===== src/rtl/lif_pkg.sv =====
package lif_pkg;
    typedef enum logic {
        SEQ_IDLE = 1'b0,
        SEQ_RUN  = 1'b1
    } seq_state_e;
endpackage


===== src/rtl/lif_seq.sv =====
module lif_seq #(
    parameter int N_NEUR = 8,
    parameter int IDXW   = 3
) (
    input  logic            clk,
    input  logic            rst_n,
    input  logic            step_i,
    output logic            busy_o,
    output logic [IDXW-1:0] idx_o,
    output logic            last_o
);
    import lif_pkg::*;

    localparam logic [IDXW-1:0] LAST_IDX = IDXW'(N_NEUR - 1);

    typedef struct packed {
        seq_state_e      st;
        logic [IDXW-1:0] idx;
    } seq_t;

    seq_t s_d, s_q;

    always_comb begin
        s_d = s_q;
        case (s_q.st)
            SEQ_IDLE: begin
                if (step_i) begin
                    s_d.st  = SEQ_RUN;
                    s_d.idx = '0;
                end
            end
            default: begin
                if (s_q.idx == LAST_IDX) begin
                    s_d.st = SEQ_IDLE;
                end else begin
                    s_d.idx = s_q.idx + 1'b1;
                end
            end
        endcase
    end

    always_ff @(posedge clk) begin
        if (!rst_n) begin
            s_q <= '{st: SEQ_IDLE, idx: '0};
        end else begin
            s_q <= s_d;
        end
    end

    assign busy_o = (s_q.st == SEQ_RUN);
    assign idx_o  = s_q.idx;
    assign last_o = busy_o && (s_q.idx == LAST_IDX);
endmodule


===== src/rtl/lif_inhibit.sv =====
module lif_inhibit #(
    parameter int N_NEUR    = 8,
    parameter int IDXW      = 3,
    parameter int INH_STEPS = 10,
    parameter int INHW      = 4
) (
    input  logic            clk,
    input  logic            rst_n,
    input  logic            fire_i,
    input  logic [IDXW-1:0] fire_idx_i,
    input  logic            step_end_i,
    output logic            inh_o,
    output logic [IDXW-1:0] win_o
);
    // The window counts the steps still held, including the current one.
    localparam logic [INHW-1:0] ARM = INHW'(INH_STEPS + 1);

    typedef struct packed {
        logic [INHW-1:0] left;
        logic [IDXW-1:0] win;
    } inh_t;

    inh_t h_d, h_q;
    logic [INHW-1:0] base;

    always_comb begin
        h_d  = h_q;
        base = h_q.left;
        if (fire_i) begin
            base    = ARM;
            h_d.win = fire_idx_i;
        end
        if (step_end_i && base != '0) begin
            h_d.left = base - 1'b1;
        end else begin
            h_d.left = base;
        end
    end

    always_ff @(posedge clk) begin
        if (!rst_n) begin
            h_q <= '0;
        end else begin
            h_q <= h_d;
        end
    end

    assign inh_o = (h_q.left != '0);
    assign win_o = h_q.win;
endmodule


===== src/rtl/lif_leak.sv =====
module lif_leak #(
    parameter int XW    = 16,
    parameter int IW    = 16,
    parameter int SHIFT = 7
) (
    input  logic [XW-1:0] x_i,
    input  logic [IW-1:0] cur_i,
    output logic [XW-1:0] x_o
);
    localparam int SW = ((XW > IW) ? XW : IW) + 1;
    localparam logic [SW-1:0] XMAX = SW'({XW{1'b1}});

    logic [XW-1:0] leaked;
    logic [SW-1:0] sum;

    always_comb begin
        leaked = x_i - (x_i >> SHIFT);
        sum    = SW'(leaked) + SW'(cur_i);
        if (sum > XMAX) begin
            x_o = {XW{1'b1}};
        end else begin
            x_o = sum[XW-1:0];
        end
    end
endmodule


===== src/rtl/lif_state_bank.sv =====
module lif_state_bank #(
    parameter int N_NEUR = 8,
    parameter int IDXW   = 3,
    parameter int XW     = 16
) (
    input  logic            clk,
    input  logic            rst_n,
    input  logic            we_i,
    input  logic [IDXW-1:0] addr_i,
    input  logic [XW-1:0]   wdata_i,
    output logic [XW-1:0]   rdata_o
);
    logic [XW-1:0] mem_q [N_NEUR];

    for (genvar g = 0; g < N_NEUR; g++) begin : g_cell
        always_ff @(posedge clk) begin
            if (!rst_n) begin
                mem_q[g] <= '0;
            end else if (we_i && addr_i == IDXW'(g)) begin
                mem_q[g] <= wdata_i;
            end
        end
    end

    assign rdata_o = mem_q[addr_i];
endmodule


===== src/rtl/lif_layer.sv =====
module lif_layer #(
    parameter int N_NEUR     = 8,
    parameter int XW         = 16,
    parameter int IW         = 16,
    parameter int LEAK_SHIFT = 7,
    parameter int INH_STEPS  = 10,
    parameter int IDXW       = (N_NEUR > 1) ? $clog2(N_NEUR) : 1
) (
    input  logic            clk,
    input  logic            rst_n,
    input  logic            step_i,
    output logic            busy_o,
    output logic [IDXW-1:0] nidx_o,
    input  logic [IW-1:0]   cur_i,
    input  logic [XW-1:0]   thr_i,
    output logic            spike_o,
    output logic [IDXW-1:0] spike_idx_o
);
    localparam int INHW = $clog2(INH_STEPS + 2);

    typedef struct packed {
        logic            spike;
        logic [IDXW-1:0] idx;
    } spk_t;

    logic            busy, last, inh_act;
    logic [IDXW-1:0] idx, win;
    logic [XW-1:0]   x_rd, x_upd, x_wr;
    logic            held, fire;
    spk_t            o_d, o_q;

    lif_seq #(.N_NEUR(N_NEUR), .IDXW(IDXW)) u_seq (
        .clk(clk), .rst_n(rst_n), .step_i(step_i),
        .busy_o(busy), .idx_o(idx), .last_o(last)
    );

    lif_state_bank #(.N_NEUR(N_NEUR), .IDXW(IDXW), .XW(XW)) u_bank (
        .clk(clk), .rst_n(rst_n), .we_i(busy), .addr_i(idx),
        .wdata_i(x_wr), .rdata_o(x_rd)
    );

    lif_leak #(.XW(XW), .IW(IW), .SHIFT(LEAK_SHIFT)) u_leak (
        .x_i(x_rd), .cur_i(cur_i), .x_o(x_upd)
    );

    lif_inhibit #(.N_NEUR(N_NEUR), .IDXW(IDXW), .INH_STEPS(INH_STEPS), .INHW(INHW)) u_inh (
        .clk(clk), .rst_n(rst_n), .fire_i(fire), .fire_idx_i(idx),
        .step_end_i(last), .inh_o(inh_act), .win_o(win)
    );

    always_comb begin
        held = inh_act && (idx != win);
        fire = busy && !held && (x_upd >= thr_i);
        x_wr = (held || fire) ? '0 : x_upd;
        o_d.spike = fire;
        o_d.idx   = fire ? idx : o_q.idx;
    end

    always_ff @(posedge clk) begin
        if (!rst_n) begin
            o_q <= '0;
        end else begin
            o_q <= o_d;
        end
    end

    assign busy_o      = busy;
    assign nidx_o      = idx;
    assign spike_o     = o_q.spike;
    assign spike_idx_o = o_q.idx;
endmodule


===== config.mk =====
export PLATFORM = sky130hd
export DESIGN_NAME = lif_layer
export DESIGN_NICKNAME = d
export VERILOG_FILES = /design/src/rtl/lif_pkg.sv /design/src/rtl/lif_seq.sv /design/src/rtl/lif_inhibit.sv /design/src/rtl/lif_leak.sv /design/src/rtl/lif_state_bank.sv /design/src/rtl/lif_layer.sv
export SDC_FILE = /design/constraint.sdc
export NUM_CORES = 1
export LEC_CHECK = 0
export BUFFER_PORTS_ARGS = -buffer_cell sky130_fd_sc_hd__buf_2
export CORE_MARGIN = 1.5
export CORE_UTILIZATION = 50
export CTS_BUF_LIST = sky130_fd_sc_hd__clkbuf_16
export CTS_CLUSTER_DIAMETER = 150
export DETAILED_ROUTE_END_ITERATION = 8
export GPL_TIMING_DRIVEN = 0
export PLACE_DENSITY = 0.69
export SLEW_MARGIN = 20
export SYNTH_ARGS = -nofsm -noshare
export SYNTH_HDL_FRONTEND = slang
export SYNTH_SLANG_ARGS = --single-unit

===== constraint.sdc =====
create_clock -name clk -period 11.51 [get_ports clk]
set_input_delay 2.302 -clock clk [delete_from_list [all_inputs] [get_ports clk]]
set_output_delay 2.302 -clock clk [all_outputs]
set_load 0.01 [all_outputs]

* Word-level counts from Yosys, hierarchy flattened
Memories as Yosys holds them, arrays and structs flattened. A register that Yosys moved wholly into a read port is not among the register bits. Index checks and enable logic that the tools add are counted.
Storage, ports and cells: register bits 12, memories 1, output and inout port bits 8, word-level logic and storage cells 91, ROM bits 0, input bits 35, RAM bits 128, latch bits 0
Operators by class: magnitude comparators 2, bitwise gates (word level) 8, $mul 0, muxes and demuxes 43, reductions and logical operators 19, div/mod/pow operators 0, shift-type cells 0, add/sub/neg operators 4, equality and inequality tests 9
Memory list:
- u_bank.mem_q | depth 8, bits a word 16, rd ports 1, clocked after Yosys merged registers in 1, write ports 8, line lif_state_bank.sv:13 | logic [XW-1:0] mem_q [N_NEUR];
Operators with widths (number):
- $mux W16 | 10
- $mux W1 | 26
- $add A16 B16 Y17 | 1
- $gt A17 B16 Y1 const B | 1
- $ge A16 B16 Y1 | 1
- $mux W4 | 4
- $sub A16 B9 Y16 | 1
- $eq A3 B3 Y1 const B | 4
- $logic_and A1 B1 Y1 | 12
- $mux W3 | 3
- $or A1 B1 Y1 | 8
- $reduce_bool A4 Y1 | 2
- $eq A3 B2 Y1 const B | 2
- $sub A4 B1 Y4 const B | 1
- $add A3 B1 Y3 const B | 1
- $eq A3 B1 Y1 const B | 1
- $logic_not A3 Y1 | 1
- $ne A3 B3 Y1 | 1
- $ne A2 B2 Y1 const B | 1
- $reduce_and A2 Y1 | 1
- $reduce_bool A2 Y1 | 1
- $logic_not A1 Y1 | 1
- $logic_or A1 B1 Y1 | 1

* Depth between registers and ports, before layout
Gate-level depths: netlist of the first run.
depth in word-level cells 10, mapped depth 36, gate-level depth less buffers 31

* By module
A second synthesis of the first run with hierarchy kept.
Unflattened totals: cells, all modules 782, area, all modules 8708.4 um^2
By module, submodules not included:
- lif_state_bank | cells an instance 412, area each 5894.4 um^2, seq. area each 3843.7 um^2, instances 1
- lif_leak | cells an instance 216, area each 1516.5 um^2, seq. area each 0.0 um^2, instances 1
- lif_layer | cells an instance 96, area each 730.7 um^2, seq. area each 80.1 um^2, instances 1
- lif_inhibit | cells an instance 39, area each 365.4 um^2, seq. area each 140.1 um^2, instances 1
- lif_seq | cells an instance 19, area each 201.4 um^2, seq. area each 80.1 um^2, instances 1

* Worst setup path after synthesis of the first run
OpenSTA, ideal clock, no wires.
path kind flip-flop to flip-flop, start register with a tool-made name, end register u_inh.h_q[3] (netlist name), arrival time 7618 ps, setup time 120 ps, period minus slack after synthesis 7738 ps, path buffers 3, setup slack 3772 ps, cell stages (with the launch flop) 35, data required time 11390 ps, cell sequence dfxtp_1 > buf_2 > buf_1 > mux4_2 > mux2i_1 > ha_1 > inv_1 > fa_1 > a21oi_1 > o21ai_0 > o31a_1 > o31a_1 > and2b_1 > xnor2_1 > ha_1 > a21o_1 > a21o_2 > a221oi_2 > nand2_1 > nor2_1 > inv_1 > ha_1 > o21a_1 > nor2_1 > o311ai_1 > a21o_1 > and2_1 > clkbuf_1 > nor2_1 > ha_1 > nand2_1 > nor2_1 > o21ai_0 > o311ai_0 > o31a_1
RTL lines:
- end signal: assignment | line lif_inhibit.sv:42 | h_q <= '0;
- end signal: assignment | line lif_inhibit.sv:44 | h_q <= h_d;
- end: declaration | line lif_inhibit.sv:23 | inh_t h_d, h_q;

==> run_results.csv, run 1 <==
group,metric,value,unit
timing,finalHoldViolCount,0,
critical_path,rr_endpoint,"u_inh.h_q[3]",
timing,fin_crit,9.824,ns
critical_path,max_stage_delay,0.75,ns
clock_network,hold_buffers,0,
clock_network,cts_buffers,17,
global_routing,grt_max_degree,17,
power,p_per_area,242.4,nW/µm²
critical_path,startpoint_type,"flip-flop",
logic_synthesis,synth_cell_types,70,
route,first_iter_violations,404,
floorplanning,die-area,17200,µm²
finish,syn_to_final_growth,12.53,%
clock_network,clk_pin_slew_worst_paths,0.06,ns
power,ir_drop,0.0001181,V
logic_synthesis,ys_seq_area_share,50.48,%
logic_synthesis,async_reset_ff_share,0,%
timing,post-route-period-util,85.35,%
critical_path,critPathRequiredTime,11.82,ns
power,p_switching,0.9676,mW
floorplanning,pin_count,43,
logic_synthesis,yosysTopAreaCell,"edfxtp_1",
route,ant_nets,0,
finish,n_fill_cell,1333,
route,via_per_inst,5.832,
timing,skew,0.008794,ns
critical_path,reg2regPathDepth,34,
floorplanning,num_rows,46,
logic_synthesis,syn_area_per_cell,11.53,µm²
logic_synthesis,synth-main-ff-cell,"edfxtp_1",
critical_path,cp_max_fo,10,
power,clkPwrFrac,22.7,%
global_routing,grt_pass1_vias,5984,
logic_synthesis,synth_edf_count,128,
logic_synthesis,synth.net_count,800,
timing,rsz0062_at_grt,"false",
min_path,hold_depth,2,
critical_path,critPathSlowestCell,"buf_1",
finish,antennaDiodeCount,0,
finish,layout_common_cells,"nor2_1, edfxtp_1, ha_1",
clock_network,h-tree-depth,4,
floorplanning,initial_utilization,51.49,%
floorplanning,core_area,15940,µm²
finish,final_common_cell,"nor2_1",
logic_synthesis,synth_area_leaders,"edfxtp_1, mux4_2, ha_1",
clock_network,cts_resized,0,
critical_path,critPathKind,"reg2reg",
timing,max_slew_margin,37.53,%
logic_synthesis,yosysWarnings,0,
route,routed_wl,18980,µm
power,leakagePower,3.858,nW
clock_network,post-cts-setup-buffers,0,
timing,fmax,101.8,MHz
route,num_vias,5838,
logic_synthesis,syn_inst,712,
clock_network,cts_sinks,143,
logic_synthesis,synth_seq_cells,143,
route,drc,0,
min_path,holdPathEnd,"u_inh.win_o[2]",
global_routing,antenna_found_initial,0,
power,finalPower,2.240,mW
clock_network,insertion_delay,0.42,ns
global_routing,track_usage,23.00,%
power,swShare,43.21,%
place,gp_congestion,0.8419,
route,firstDrtPassIters,5,
floorplanning,die_w,131.1,µm
power,p_int,1.272,mW
run_status,status,"finished, final reports clean",
finish,drive_gt1_share,18.34,%
clock_network,clockBufferDepth,2,
critical_path,rrSetupSlack,1.69,ns
min_path,min_path_type,"reg2reg",
route,wl_per_cell,18.96,µm
floorplanning,die_h,131.1,µm
place,hpwl,14120,µm
timing,slew_viol_final,0,
critical_path,crit_path_end_kind,"flip-flop",
clock_network,cts-root-buf,"clkbuf_16",
finish,fin_nets,860,
power,power_frac_seq,27.7,%
clock_network,cts_tree,"yes",
logic_synthesis,synth_top_area_share,46.82,%
flow_run,maxCapViolations,0,
power,p_comb_share,49.6,%
min_path,hp-start,"u_inh.win_o[2]",
timing,finalSetupViolCount,0,
global_routing,gr-total-overflow,0,
timing,worst-slew-pin-transition,0.9109,ns
logic_synthesis,syn_area,8209,µm²
place,portBuffers,41,
global_routing,grt_pass1_wl,30710,µm
critical_path,cp.arrival,10.14,ns
timing,finalSetupTns,0,ns
## cells by family after synthesis
family,after synthesis,share of synthesized area (%)
AO/OA/AOI/OAI,113,9.481
XOR/XNOR,18,1.921
adder cells (fa/ha/maj),53,8.261
buffers and inverters,76,4.786
flip-flops,143,50.48
multiplexers,56,11.83
AND/OR/NAND/NOR,253,13.25
## critical path, delay by kind of cell (launching register included)
kind | cells | cell delay [ns]
buf+inv | 5 | 1.54
mux | 2 | 0.87
compound gates | 13 | 3.58
xor+xnor | 1 | 0.10
fa+ha+maj | 5 | 1.41
flops | 1 | 0.37
simple gates | 8 | 1.82
## metal layers
metal	global-route usage, %	vias up	wire length [µm]
li1	-	2727	-
met1	29.14	2847	7988
met4	7.491	0	378
met2	40.42	238	9429
met3	3.627	26	1178
met5	0	-	0
## sequential cells by signal (all words and copies together), names as in the netlist, named ones only
signal        flops
u_inh.h_q         4
u_seq.idx_o       3
u_bank.mem_q    128
u_inh.win_o       3
spike_o           1
u_seq.busy_o      1
## cells in the mapped netlist, types with 4 or more instances
cell / n
o21a_1: 8
buf_1: 4
nor2b_1: 6
xor2_1: 9
dfxtp_1: 15
clkbuf_1: 7
clkbuf_8: 8
xnor2_1: 9
ha_1: 51
nand2_1: 44
mux2_2: 8
buf_2: 6
a21oi_1: 28
and2_1: 7
mux2i_1: 16
o21ai_0: 23
a21o_1: 8
nor2_1: 152
o211ai_1: 4
nor3_1: 7
nand4_1: 7
edfxtp_1: 128
nand3_1: 11
mux4_2: 32
inv_1: 46
## through the flow
step | utilization [%] | area (µm²) | cells | setup WS (ns) | hold WS, ns
floorplan | - | 8209 | 712 | 3.772 | 0.4597
global placement | 54.47 | 8685 | 969 | 1.893 | 0.4730
detailed placement | 54.47 | 8685 | 969 | 1.673 | 0.4819
CTS | 57.94 | 9238 | 1001 | 1.660 | 0.4920
global route | 57.94 | 9238 | 1001 | 0.8059 | 0.5319
finish | 57.94 | 9238 | 1001 | 1.686 | 0.4928
## power by group through the flow
stage | logic [mW] | clock network, mW | registers [mW]
3_5_place_dp | 1.09 | 0 | 0.630
5_1_grt | 1.25 | 0.534 | 0.623
3_3_place_gp | 1.05 | 0 | 0.627
2_1_floorplan | 0.803 | 0 | 0.624
6_report | 1.11 | 0.509 | 0.620
4_1_cts | 1.10 | 0.511 | 0.620
## how the worst max path moves through the flow
| stage | startpoint | endpoint | cells past startpoint |
|---|---|---|---|
| floorplan | flip-flop | u_inh.h_q[3] | 34 |
| global placement | flip-flop | u_inh.h_q[3] | 34 |
| detailed placement | flip-flop | u_inh.h_q[3] | 34 |
| CTS | flip-flop | u_inh.h_q[3] | 34 |
| global route | flip-flop | u_inh.h_q[3] | 34 |
| finish | flip-flop | u_inh.h_q[3] | 34 |
## layout make-up
| class | instances | area [µm²] | share of cell area [%] |
|---|---|---|---|
| multi-input combinational | 493 | 3672 | 39.75 |
| clock inverter | 15 | 127.6 | 1.382 |
| inverter | 46 | 172.7 | 1.869 |
| buffer | 30 | 220.2 | 2.384 |
| clock buffer | 17 | 425.4 | 4.605 |
| timing repair buffer | 41 | 205.2 | 2.221 |
| sequential | 143 | 4144 | 44.86 |
| tap | 216 | 270.3 | 2.926 |
No activity file was read; power rests on OpenSTA's default activity.
==> run 2, diff against run 1 <==
--- a/config.mk
+++ b/config.mk
@@ -5,14 +5,15 @@
 export SDC_FILE = /design/constraint.sdc
 export NUM_CORES = 1
 export LEC_CHECK = 0
+export ABC_AREA = 1
 export BUFFER_PORTS_ARGS = -buffer_cell sky130_fd_sc_hd__buf_2
 export CORE_MARGIN = 1.5
-export CORE_UTILIZATION = 50
+export CORE_UTILIZATION = 65
 export CTS_BUF_LIST = sky130_fd_sc_hd__clkbuf_16
 export CTS_CLUSTER_DIAMETER = 150
 export DETAILED_ROUTE_END_ITERATION = 8
 export GPL_TIMING_DRIVEN = 0
-export PLACE_DENSITY = 0.69
+export PLACE_DENSITY = 0.86
 export SLEW_MARGIN = 20
 export SYNTH_ARGS = -nofsm -noshare
 export SYNTH_HDL_FRONTEND = slang
==> run_results.csv, run 2 <==
group,metric,value,unit
global_routing,antenna_found_initial,0,
timing,setup_ws,3.372,ns
clock_network,insertion_delay,0.42,ns
global_routing,gr-total-overflow,0,
timing,fin_crit,8.139,ns
clock_network,cts_buffers,17,
critical_path,cp.arrival,8.50,ns
critical_path,path_buf_inv,12,
flow_run,maxCapViolations,0,
finish,layout_common_cells,"nor2_1, nand2_1, edfxtp_1",
critical_path,rrSetupSlack,3.37,ns
clock_network,cts-root-buf,"clkbuf_16",
global_routing,grt_pass1_wl,31930,µm
logic_synthesis,yosys.area_share.simple,23.20,%
run_status,status,"complete, but fails checks",
floorplanning,pin_count,43,
place,place_ws,3.736,ns
logic_synthesis,yosys-top-cells-count,"nor2_1, nand2_1, edfxtp_1",
clock_network,clockBufferDepth,2,
timing,finalSetupViolCount,0,
finish,fin_nets,1109,
finish,final_common_cell,"nor2_1",
logic_synthesis,synth_seq_cells,143,
timing,finalSetupTns,0,ns
timing,rsz0062_at_grt,"false",
global_routing,track_usage,31.89,%
timing,fmax,122.9,MHz
route,first_iter_violations,876,
clock_network,post-cts-setup-buffers,0,
min_path,hold_depth,2,
critical_path,cp_max_fo,10,
logic_synthesis,synth-main-ff-cell,"edfxtp_1",
critical_path,rr_endpoint,"u_inh.h_q[6]",
critical_path,critPathRequiredTime,11.87,ns
clock_network,cts_tree,"yes",
logic_synthesis,synthAdderAreaFrac,8.055,%
logic_synthesis,synth.net_count,1049,
logic_synthesis,synth_area_leaders,"edfxtp_1, nor2_1, ha_1",
logic_synthesis,syn_area_per_cell,8.761,µm²
place,portBuffers,41,
critical_path,critPathSlowestCell,"nor3_1",
global_routing,grt_max_degree,17,
finish,syn_to_final_growth,11.87,%
logic_synthesis,synthXorXnorAreaFrac,2.393,%
logic_synthesis,syn_inst,961,
route,wl_per_cell,17.28,µm
route,num_vias,7052,
min_path,hp-start,"u_inh.h_q[5]",
logic_synthesis,synth_cell_types,34,
timing,slew_viol_final,0,
floorplanning,die_h,116.8,µm
route,routed_wl,20850,µm
logic_synthesis,ys_seq_area_share,49.22,%
min_path,holdPathEnd,"u_inh.h_q[5]",
min_path,min_path_type,"reg2reg",
power,p_per_area,277.0,nW/µm²
logic_synthesis,synth_top_area_share,45.65,%
floorplanning,die_w,116.8,µm
critical_path,startpoint_type,"flip-flop",
logic_synthesis,synth_top_family_by_area,"simple AND/OR/NAND/NOR gates",
route,drc,1,
critical_path,reg2regPathDepth,47,
timing,finalHoldViolCount,0,
place,hpwl,14670,µm
clock_network,h-tree-depth,4,
finish,largest_reg_flops,128,
finish,drive_gt1_share,13.15,%
timing,max_slew_margin,41.22,%
place,gp_congestion,0.9612,
critical_path,critPathKind,"reg2reg",
floorplanning,die-area,13640,µm²
finish,antennaDiodeCount,0,
clock_network,cts_sinks,143,
critical_path,max_stage_delay,0.57,ns
critical_path,cpMostUsedCell,"nand2_1",
logic_synthesis,synth_compound_area_share,10.69,%
route,via_per_inst,5.847,
clock_network,hold_buffers,0,
run_status,violations,"DRC",
clock_network,clk_pin_slew_worst_paths,0.06,ns
logic_synthesis,yosysWarnings,0,
logic_synthesis,syn_area,8419,µm²
floorplanning,num_rows,41,
route,firstDrtPassIters,7,
finish,top_register,"u_bank.mem_q",
timing,worst-slew-pin-transition,0.8796,ns
global_routing,grt_pass1_vias,6468,
logic_synthesis,async_reset_ff_share,0,%
logic_synthesis,synth_edf_count,128,
floorplanning,core_area,12620,µm²
critical_path,crit_path_end_kind,"flip-flop",
power,ir_drop,0.0003215,V
finish,top_regs,"u_bank.mem_q x128, u_inh.h_q x4",
timing,post-route-period-util,70.71,%
route,ant_nets,0,
floorplanning,initial_utilization,66.72,%
critical_path,cpLargestDelayFamily,"simple AND/OR/NAND/NOR gates",
power,leakagePower,4.116,nW
logic_synthesis,synth.most_common_cell,"nor2_1",
logic_synthesis,synthMuxAreaShare,0,%
logic_synthesis,yosysTopAreaCell,"edfxtp_1",
clock_network,cts_resized,0,
timing,skew,0.007234,ns
-- run 2: cell types whose count changed after synthesis, moves of 20 or more --
| cell | change |
|---|---|
| nor2_2 | +39 |
| nor2_1 | +60 |
| nand2_1 | +85 |
| nand3_1 | +23 |
| inv_1 | +41 |
| mux4_2 | -32 |
| o22ai_1 | +20 |
| o21ai_0 | +61 |
-- run 2: layer usage --
| metal | global-route usage, % | share of wire [%] |
|---|---|---|
| met5 | 0 | 0 |
| met4 | 12.21 | 2.6 |
| met3 | 5.561 | 9.2 |
| met2 | 54.07 | 49 |
| met1 | 41.36 | 39 |
-- run 2: cell families after synthesis --
kind of cell | Yosys count
AND/OR/NAND/NOR | 446
XOR/XNOR | 23
AO/OA/AOI/OAI | 164
flip-flops | 143
buffers and inverters | 132
adder cells (fa/ha/maj) | 53
-- run 2: how the worst max path moves through the flow --
stage,endpoint,from,cells after the start
6_report,u_inh.h_q[6],flip-flop,47
2_1_floorplan,u_inh.h_q[3],flip-flop,46
3_5_place_dp,u_inh.h_q[6],flip-flop,47
3_3_place_gp,u_inh.h_q[6],flip-flop,47
4_1_cts,u_inh.h_q[6],flip-flop,47
5_1_grt,u_inh.h_q[6],flip-flop,47
-- run 2: stage by stage --
step | utilization, % | power [mW] | instances | hold slack, ns | area, µm²
5_1_grt | 74.64 | 2.772 | 1206 | 0.5297 | 9419
6_report | 74.64 | 2.609 | 1206 | 0.5117 | 9419
4_1_cts | 74.64 | 2.577 | 1206 | 0.5133 | 9419
3_5_place_dp | 70.05 | 2.040 | 1174 | 0.5050 | 8840
2_1_floorplan | - | 1.705 | 961 | 0.4673 | 8419
3_3_place_gp | 70.05 | 2.014 | 1174 | 0.4803 | 8840
-- run 2: worst min-delay path, delay by kind of cell (launching register included) --
kind / cells / cell delay, ns
DFF: 1 / 0.33
and+or+nand+nor: 1 / 0.08
AOI/OAI and AO/OA: 1 / 0.06
-- run 2: layout make-up --
type                    instances  area, µm²
plain buffers                  41      196.4
multi-input cells             686       3732
repair buffers                 41      205.2
fillers                       921       3201
clock buffers                  17      425.4
inverters                      91      346.6
flip-flops and latches        143       4144
clock inverters                15      153.9
well taps                     172      215.2
-- run 2: report_power, final --
group / switching (mW) / internal (mW) / leakage, nW / total, mW
logic: 1.01 / 0.435 / 2.38 / 1.44
registers: 0.0153 / 0.611 / 1.45 / 0.626
clock network: 0.204 / 0.335 / 0.283 / 0.539
